`src/rtl/pwm_pkg.sv`:
```
`timescale 1ns/1ps
package pwm_pkg;
  localparam int DATA_W    = 32;
  localparam int CNT_W     = 16;
  localparam int DIV_W     = 17;
  localparam int FIELD_W   = 10;
  localparam int CH_STRIDE = 15;
  localparam int RDY_BASE  = 28;
  localparam int B_EN      = 4;
  localparam int B_ACT     = 5;
  localparam int B_GATE    = 6;
  localparam int B_BYP     = 9;

  // control -> datapath strobes for one channel
  typedef struct packed {
    logic             run;
    logic             load;
    logic             bypass;
    logic             actHigh;
    logic [3:0]       presc;
    logic [CNT_W-1:0] prd;
    logic [CNT_W-1:0] dty;
  } chanCtl_t;

  // divider for a prescaler code; zero marks an invalid code
  function automatic logic [DIV_W-1:0] prescDiv(input logic [3:0] code);
    case (code)
      4'd0:    return DIV_W'(120);
      4'd1:    return DIV_W'(180);
      4'd2:    return DIV_W'(240);
      4'd3:    return DIV_W'(360);
      4'd4:    return DIV_W'(480);
      4'd8:    return DIV_W'(12000);
      4'd9:    return DIV_W'(24000);
      4'd10:   return DIV_W'(36000);
      4'd11:   return DIV_W'(48000);
      4'd12:   return DIV_W'(72000);
      4'd15:   return DIV_W'(1);
      default: return '0;
    endcase
  endfunction
endpackage

```
`src/rtl/pwm_regs.sv`:
```
`timescale 1ns/1ps
module pwm_regs
  import pwm_pkg::*;
#(
  parameter int NUM_CH = 2,
  parameter int ADDR_W = 4
) (
  input  logic              clk,
  input  logic              rstN,
  input  logic              wrEn,
  input  logic              rdEn,
  input  logic [ADDR_W-1:0] addr,
  input  logic [DATA_W-1:0] wrData,
  output logic [DATA_W-1:0] rdData,
  input  logic [NUM_CH-1:0] chWrap,
  output chanCtl_t          chCtl [NUM_CH]
);
  localparam int IDX_W = ADDR_W - 2;
  localparam logic [FIELD_W-1:0] FIELD_MASK = FIELD_W'(10'h27F);

  logic [IDX_W-1:0]   wordIdx;
  logic               ctrlWr;
  logic [FIELD_W-1:0] field  [NUM_CH];
  logic [DATA_W-1:0]  shadow [NUM_CH];
  logic               pend   [NUM_CH];
  logic               wrCh   [NUM_CH];
  logic               runCh  [NUM_CH];
  logic               loadCh [NUM_CH];
  logic [DATA_W-1:0]  rdMux;

  assign wordIdx = addr[ADDR_W-1:2];
  assign ctrlWr  = wrEn && (wordIdx == '0);

  for (genvar c = 0; c < NUM_CH; c++) begin : g_ch
    assign wrCh[c]   = wrEn && (wordIdx == IDX_W'(c + 1));
    assign runCh[c]  = field[c][B_EN] && field[c][B_GATE] && !field[c][B_BYP]
                       && (prescDiv(field[c][3:0]) != '0);
    assign loadCh[c] = pend[c] && (chWrap[c] || !runCh[c]);

    always_ff @(posedge clk) begin
      if (!rstN) begin
        field[c]  <= '0;
        shadow[c] <= '0;
        pend[c]   <= 1'b0;
      end else begin
        if (ctrlWr) field[c] <= wrData[c*CH_STRIDE +: FIELD_W] & FIELD_MASK;
        if (wrCh[c]) shadow[c] <= wrData;
        if (wrCh[c])        pend[c] <= 1'b1;
        else if (loadCh[c]) pend[c] <= 1'b0;
      end
    end

    assign chCtl[c] = '{run:     runCh[c],
                        load:    loadCh[c],
                        bypass:  field[c][B_BYP],
                        actHigh: field[c][B_ACT],
                        presc:   field[c][3:0],
                        prd:     shadow[c][DATA_W-1:CNT_W],
                        dty:     shadow[c][CNT_W-1:0]};

    // a timing write always raises the ready flag
    a_r9_ready_on_write: assert property (@(posedge clk) disable iff (!rstN)
      wrCh[c] |=> pend[c]);
    // a running channel keeps its pending value until the cycle boundary
    a_r9_hold_to_boundary: assert property (@(posedge clk) disable iff (!rstN)
      (pend[c] && runCh[c] && !chWrap[c] && !wrCh[c]) |=> pend[c]);
  end

  always_comb begin
    rdMux = '0;
    if (wordIdx == '0) begin
      for (int c = 0; c < NUM_CH; c++) begin
        rdMux[c*CH_STRIDE +: FIELD_W] = field[c];
        rdMux[RDY_BASE + c]           = pend[c];
      end
    end else begin
      for (int c = 0; c < NUM_CH; c++)
        if (wordIdx == IDX_W'(c + 1)) rdMux = shadow[c];
    end
  end

  always_ff @(posedge clk) begin
    if (!rstN)     rdData <= '0;
    else if (rdEn) rdData <= rdMux;
  end
endmodule

```
`src/rtl/pwm_chan.sv`:
```
`timescale 1ns/1ps
module pwm_chan
  import pwm_pkg::*;
(
  input  logic     clk,
  input  logic     rstN,
  input  chanCtl_t ctl,
  output logic     wrap,
  output logic     pwmOut
);
  logic [DIV_W-1:0] preCnt;
  logic [DIV_W-1:0] divVal;
  logic [CNT_W-1:0] perCnt;
  logic [CNT_W-1:0] livePrd;
  logic [CNT_W-1:0] liveDty;
  logic             tick;
  logic             inDuty;

  assign divVal = prescDiv(ctl.presc);
  assign tick   = ctl.run && (preCnt >= divVal - DIV_W'(1));
  assign wrap   = tick && (perCnt == livePrd);
  assign inDuty = ctl.run && (perCnt < liveDty);
  assign pwmOut = ctl.bypass ? clk : ~(inDuty ^ ctl.actHigh);

  always_ff @(posedge clk) begin
    if (!rstN) begin
      preCnt  <= '0;
      perCnt  <= '0;
      livePrd <= '0;
      liveDty <= '0;
    end else begin
      if (!ctl.run) begin
        preCnt <= '0;
        perCnt <= '0;
      end else begin
        preCnt <= tick ? '0 : preCnt + DIV_W'(1);
        if (tick) perCnt <= wrap ? '0 : perCnt + CNT_W'(1);
      end
      if (ctl.load) begin
        livePrd <= ctl.prd;
        liveDty <= ctl.dty;
      end
    end
  end

  // a stopped channel holds both counters at zero
  a_r2_held_when_stopped: assert property (@(posedge clk) disable iff (!rstN)
    !ctl.run |=> (perCnt == '0 && preCnt == '0));
  // the cycle counter never passes the live period length
  a_r5_count_in_range: assert property (@(posedge clk) disable iff (!rstN)
    perCnt <= livePrd);
  // zero duty keeps a running output inactive
  a_r7_zero_duty: assert property (@(posedge clk) disable iff (!rstN)
    (ctl.run && liveDty == '0) |-> (pwmOut == !ctl.actHigh));
  // duty beyond the period keeps a running output active
  a_r7_full_duty: assert property (@(posedge clk) disable iff (!rstN)
    (ctl.run && ({1'b0, liveDty} > {1'b0, livePrd})) |-> (pwmOut == ctl.actHigh));
endmodule

```
`src/rtl/pwm_ctrl_top.sv`:
```
`timescale 1ns/1ps
module pwm_ctrl_top
  import pwm_pkg::*;
#(
  parameter int NUM_CH = 2,
  parameter int ADDR_W = 4
) (
  input  logic              clk,
  input  logic              rstN,
  input  logic              wrEn,
  input  logic              rdEn,
  input  logic [ADDR_W-1:0] addr,
  input  logic [31:0]       wrData,
  output logic [31:0]       rdData,
  output logic [NUM_CH-1:0] pwmOut
);
  chanCtl_t          chCtl [NUM_CH];
  logic [NUM_CH-1:0] chWrap;

  pwm_regs #(.NUM_CH(NUM_CH), .ADDR_W(ADDR_W)) u_regs (
    .clk    (clk),
    .rstN   (rstN),
    .wrEn   (wrEn),
    .rdEn   (rdEn),
    .addr   (addr),
    .wrData (wrData),
    .rdData (rdData),
    .chWrap (chWrap),
    .chCtl  (chCtl)
  );

  for (genvar c = 0; c < NUM_CH; c++) begin : g_chan
    pwm_chan u_chan (
      .clk    (clk),
      .rstN   (rstN),
      .ctl    (chCtl[c]),
      .wrap   (chWrap[c]),
      .pwmOut (pwmOut[c])
    );
  end
endmodule

```
`config.mk`:
```
export PLATFORM = sky130hd
export DESIGN_NAME = pwm_ctrl_top
export DESIGN_NICKNAME = d
export VERILOG_FILES = /design/src/rtl/pwm_pkg.sv /design/src/rtl/pwm_regs.sv /design/src/rtl/pwm_chan.sv /design/src/rtl/pwm_ctrl_top.sv
export SDC_FILE = /design/constraint.sdc
export NUM_CORES = 1
export LEC_CHECK = 0
export BUFFER_PORTS_ARGS = -buffer_cell sky130_fd_sc_hd__buf_2
export CORE_MARGIN = 3
export CORE_UTILIZATION = 69
export CTS_BUF_LIST = sky130_fd_sc_hd__clkbuf_4
export DETAILED_ROUTE_END_ITERATION = 6
export PLACE_DENSITY = 0.86
export SYNTH_ARGS = -nofsm -noshare
export SYNTH_HDL_FRONTEND = slang
export SYNTH_SLANG_ARGS = --single-unit
```
`constraint.sdc`:
```
create_clock -name clk -period 10.8 [get_ports clk]
set_clock_uncertainty 0.15 [all_clocks]
set_input_delay 1.62 -clock clk [delete_from_list [all_inputs] [get_ports clk]]
set_output_delay 1.62 -clock clk [all_outputs]
set_load 0.01 [all_outputs]
```
; Word-level counts from Yosys, hierarchy flattened
; Memory sizes are Yosys's and may differ from the RTL's.
; Cells that the tools add are included.
[totals]
n_memories = 7
mem_bits_ro = 1024
latch_bits = 0
word_cells = 113
mem_bits_rw = 82
input_bits = 40
register_bits = 162
out_inout_bits = 34
[memory_table]
columns = name, depth, word_bits, read_ports, rd_ports_with_merged_regs, write_ports, line_no
row1 = (name not given), 16, 16, 1, 0, 0, pwm_pkg.sv:27  ; case (code)
row2 = (name not given), 16, 16, 1, 0, 0, pwm_pkg.sv:27
row3 = (name not given), 16, 16, 1, 0, 0, pwm_pkg.sv:27
row4 = (name not given), 16, 16, 1, 0, 0, pwm_pkg.sv:27
row5 = u_regs.shadow, 2, 32, 2, 0, 2, pwm_regs.sv:24  ; logic [DATA_W-1:0] shadow [NUM_CH];
row6 = u_regs.field, 2, 8, 2, 0, 2, pwm_regs.sv:23  ; logic [FIELD_W-1:0] field [NUM_CH];
row7 = +1 memories, --, --, --, --, --, --
[op_classes]
bitwise = 15
eq_ne = 4
order_cmp = 4
div_mod_pow = 0
reduce_logical = 30
n_addsub = 6
shifts = 0
n_mux = 38
multipliers = 0
[op_table]
columns = operator, count
row1 = $mux 32, 4
row2 = $add 17x1->17 const B, 2
row3 = $ge 17x17->1, 2
row4 = $reduce_bool 17->1, 2
row5 = $sub 17x1->17 const B, 2
row6 = $add 16x1->16 const B, 2
row7 = $eq 16x16->1, 2
row8 = $lt 16x16->1, 2
row9 = $mux 16, 2
row10 = $mux 1, 24
row11 = $mux 10, 2
row12 = $logic_and 1x1->1, 17
row13 = $mux 8, 2
row14 = $or 1x1->1, 8
row15 = $reduce_or 3->1, 2
row16 = $mux 5, 1
row17 = $not 1->1, 5
row18 = $logic_not 1->1, 4
row19 = $mux 2, 2
row20 = $reduce_and 2->1, 2
row21 = $mux 3, 1
row22 = $eq 2x1->1 const B, 1
row23 = $eq 2x2->1 const B, 1
row24 = $logic_not 2->1, 1
row25 = other kinds (2), 4

; Longest topological paths before layout
; An unclocked memory read counts as a cell.
[depth]
word_depth = 13
mapped_depth = 18
depth_no_buf = 15

; Modules after synthesis
; Synthesis repeated with hierarchy kept, for this count alone.
[unflattened]
cells_unflattened = 1335
area_unflattened_um2 = 13037.5
[modules_own_cells]
columns = module, n_inst, area_per_inst_um2, cells_per_inst, seq_area_each_um2
row1 = pwm_regs, 1, 4912.2, 405, 3093.0
row2 = pwm_chan at g_chan[0].u_chan, 1, 4108.9, 471, 1301.2
row3 = pwm_chan at g_chan[1].u_chan, 1, 4016.4, 459, 1301.2

==> results.cfg <==
[status]
outcome = finished, final reports clean

[critical_path]
critPathCaptureType = output port
max_stage_delay_ns = 0.18
arrival_ns = 6.05
worstPathMaxFanout = 2
critPathSlowestCell = buf_2
criticalPathCategory = clk2out
critical-path-top-cell-by-count = clkbuf_4
regToRegSetupSlack_ns = 5.65
r2r.worst_path.cells = 15
cp_data_required_time_ns = 9.03
crit_path_start_kind = clock port
critical_path_cell_sequence = clkbuf_4 -> clkbuf_4 -> nand2_1 -> o31ai_1 -> buf_2

[routing]
post_detailed_route_drc_marker_count = 0
detail_route.wl_per_cell_um = 17.8
post_drt_via_cell_ratio = 6.05
routed_wirelength_um = 31800
final_antenna_net_count = 0
drt_iter0_drc = 983
drt-pass1-iter-count = 5
vias = 10800

[yosys]
synth.top_cell.area_share_pct = 24.7
postSynthRegisterBits = 244
synthesis.area_mm2 = 0.0132
ys_top_cells_by_area = dfxtp_1 (25%), edfxtp_1 (18%), ha_1 (7.5%)
synth_warnings = 0
synth.largest_area_cell = dfxtp_1
synthesized_instance_count = 1429
ys_async_sr_fraction_pct = 0
postSynthAreaPerCell_um2 = 9.25
synth_enable_flop_cells = 81
yosysUniqueCellTypes = 70
ys.flop_type = dfxtp_1
syn-num-nets = 1548
sequential_to_total_area_share_from_yosys_stat_pct = 43.1

[global_route]
antenna_violations_before_repair = 1
grt_max_degree = 89
number_of_global_route_vias_before_repair = 10300
globalRouteOverflowTotal = 0
global_route_wire_length_before_repair_um = 50800
grt_util_all_layers_pct = 30.5

[floorplan]
ios = 74
coreArea_mm2 = 0.0188
floorplan.die.height_um = 144
initial_core_util_pct = 70.5
floorplan.die_area_mm2 = 0.0209
dieWidth_um = 144
std_cell_rows = 50

[worst_hold_path]
min-delay-path-class = reg2reg
timing.hold.worst_path_depth = 2

[clock_network]
cts_tree = yes
clk_transition_reported_paths_ns = 0.07
insertion_delay_ns = 0.86
ctsHoldBuffers = 0
post_cts.repair.setup_buffers = 0
postCtsResizedCells = 0

[pwr]
power.net_switching_w = 0.000585
combPwrFrac_pct = 10.7
pwr_cell_area_mw_per_mm2 = 143
leakagePower_nw = 5.61
power_frac_seq_pct = 49.7
irDropWorstVdd_uv = 161
p_sw_share_pct = 28.4
pwr-share-clk_pct = 39.6
internal_power_w = 0.00148

[timing]
fin_ws_ns = 2.98
worstMarginPinSlew_ns = 1.17
timing.final.hold_violations = 0
final_setup_vio_count = 0
slew-limit-headroom_pct = 22.1
rsz_0062_raised_after_global_routing = false
setup_total_negative_slack_ns = 0
final_max_slew_viol_count = 0

[cells_and_area]
post_route_cells_drive_above_1_share_pct = 13.4
area_grow_syn2layout_pct = 9.05
design.final.nets = 1616

[place]
hpwl_um = 22000
pre_cts_ws_ns = 3.39
routabilityCongestion = 0.923
port-buffer-count = 71

[job]
drv_cap = 0
[layout make-up]
class / count / area [um2]
clock inverters: 31 / 173
diodes: 2 / 5.00
inverters: 55 / 206
multi-input cells: 1049 / 6950
clock buffers: 87 / 648
repair buffers: 82 / 445
well taps: 234 / 293
flip-flops and latches: 244 / 5700
fillers: 1214 / 4350
[placed cells by master, fill, tap and decap left out, drive strengths merged, types with 9 or more instances in the layout]
cell type / count
nor2b: 10
nand3: 45
mux2i: 85
edfxtp: 81
a21o: 12
a22oi: 14
dfxtp: 163
o211ai: 13
and4: 9
buf: 84
a211oi: 54
and3: 12
xor2: 38
ha: 79
nor2: 140
nor3: 14
o21ai: 30
a21oi: 61
nand2: 198
clkbuf: 85
nand4: 22
and2: 84
inv: 56
clkinv: 29
nor4: 12
xnor2: 45
[synthesized netlist by cell type, types with 14 or more instances]
| library cell | count |
|---|---|
| xor2_1 | 38 |
| edfxtp_1 | 81 |
| nand4_1 | 22 |
| a22oi_1 | 14 |
| xnor2_1 | 45 |
| nor3_1 | 14 |
| and2_1 | 84 |
| dfxtp_1 | 163 |
| a211oi_1 | 53 |
| clkbuf_1 | 52 |
| nand3_1 | 45 |
| o21ai_0 | 26 |
| a21oi_1 | 61 |
| inv_1 | 55 |
| ha_1 | 79 |
| nor2_1 | 129 |
| nand2_1 | 197 |
| mux2i_1 | 85 |
[power groups by stage]
stage                Clock [W]  Sequential [W]  Combinational [W]
global route          0.000880         0.00103           0.000244
CTS                   0.000827         0.00102           0.000218
floorplan           0.00000950         0.00103           0.000160
global placement    0.00000769         0.00104           0.000209
detailed placement  0.00000769         0.00104           0.000217
finish                0.000816         0.00103           0.000220
[sequential cells by signal (all words and copies together), names as in the netlist]
signal,flops
u_regs.pend,2
g_chan.u_chan.preCnt,34
u_regs.rdData,32
g_chan.u_chan.liveDty,32
g_chan.u_chan.perCnt,32
u_regs.shadow,64
g_chan.u_chan.livePrd,32
u_regs.field,16
[logic make-up (layout without fill, tap and decap cells)]
family                   count (synthesis)  after routing  share of synthesized area (%)
flip-flops                             244            244                           43.1
AO/OA/AOI/OAI                          237            237                           12.4
buffers and inverters                  136            255                           4.46
other                                    0              2                              0
AND/OR/NAND/NOR                        565            565                           20.7
XOR/XNOR                                83             83                           5.50
adder cells (fa/ha/maj)                 79             79                           7.47
multiplexers                            85             85                           6.43
[per-layer routing]
metal	global-route usage, %	share of wire (%)	vias to the layer above
met5	0	0	-
met4	12.4	2.7	0
met3	6.18	8.3	78
met2	49.7	48	469
met1	39.9	41	5037
li1	-	-	5202
[stage by stage]
step / cell area, um2 / instances / hold WS [ns] / power, W / utilization (%)
after floorplan: 13200 / 1429 / 0.280 / 0.00120 / -
after global placement: 13600 / 1666 / 0.289 / 0.00126 / 72.5
after detailed placement: 13600 / 1666 / 0.295 / 0.00127 / 72.5
after CTS: 14400 / 1782 / 0.308 / 0.00207 / 76.8
after global routing: 14400 / 1783 / 0.322 / 0.00215 / 76.8
final: 14400 / 1784 / 0.308 / 0.00206 / 76.8
[critical path, delay by kind of cell]
family                 cells  cell delay (ns)
AO/OA/AOI/OAI              1             0.13
buffers and inverters      3             0.45
AND/OR/NAND/NOR            1             0.07
[worst paths after layout]
path                                     from                          end
setup / recovery                          clk                    pwmOut[0]
hold / removal    g_chan[0].u_chan.liveDty[0]  g_chan[0].u_chan.liveDty[0]
setup reg to reg           u_regs.field[1][0]  g_chan[1].u_chan.liveDty[2]
hold reg to reg   g_chan[0].u_chan.liveDty[0]  g_chan[0].u_chan.liveDty[0]
Note: power is estimated with default switching activity, not from simulation.
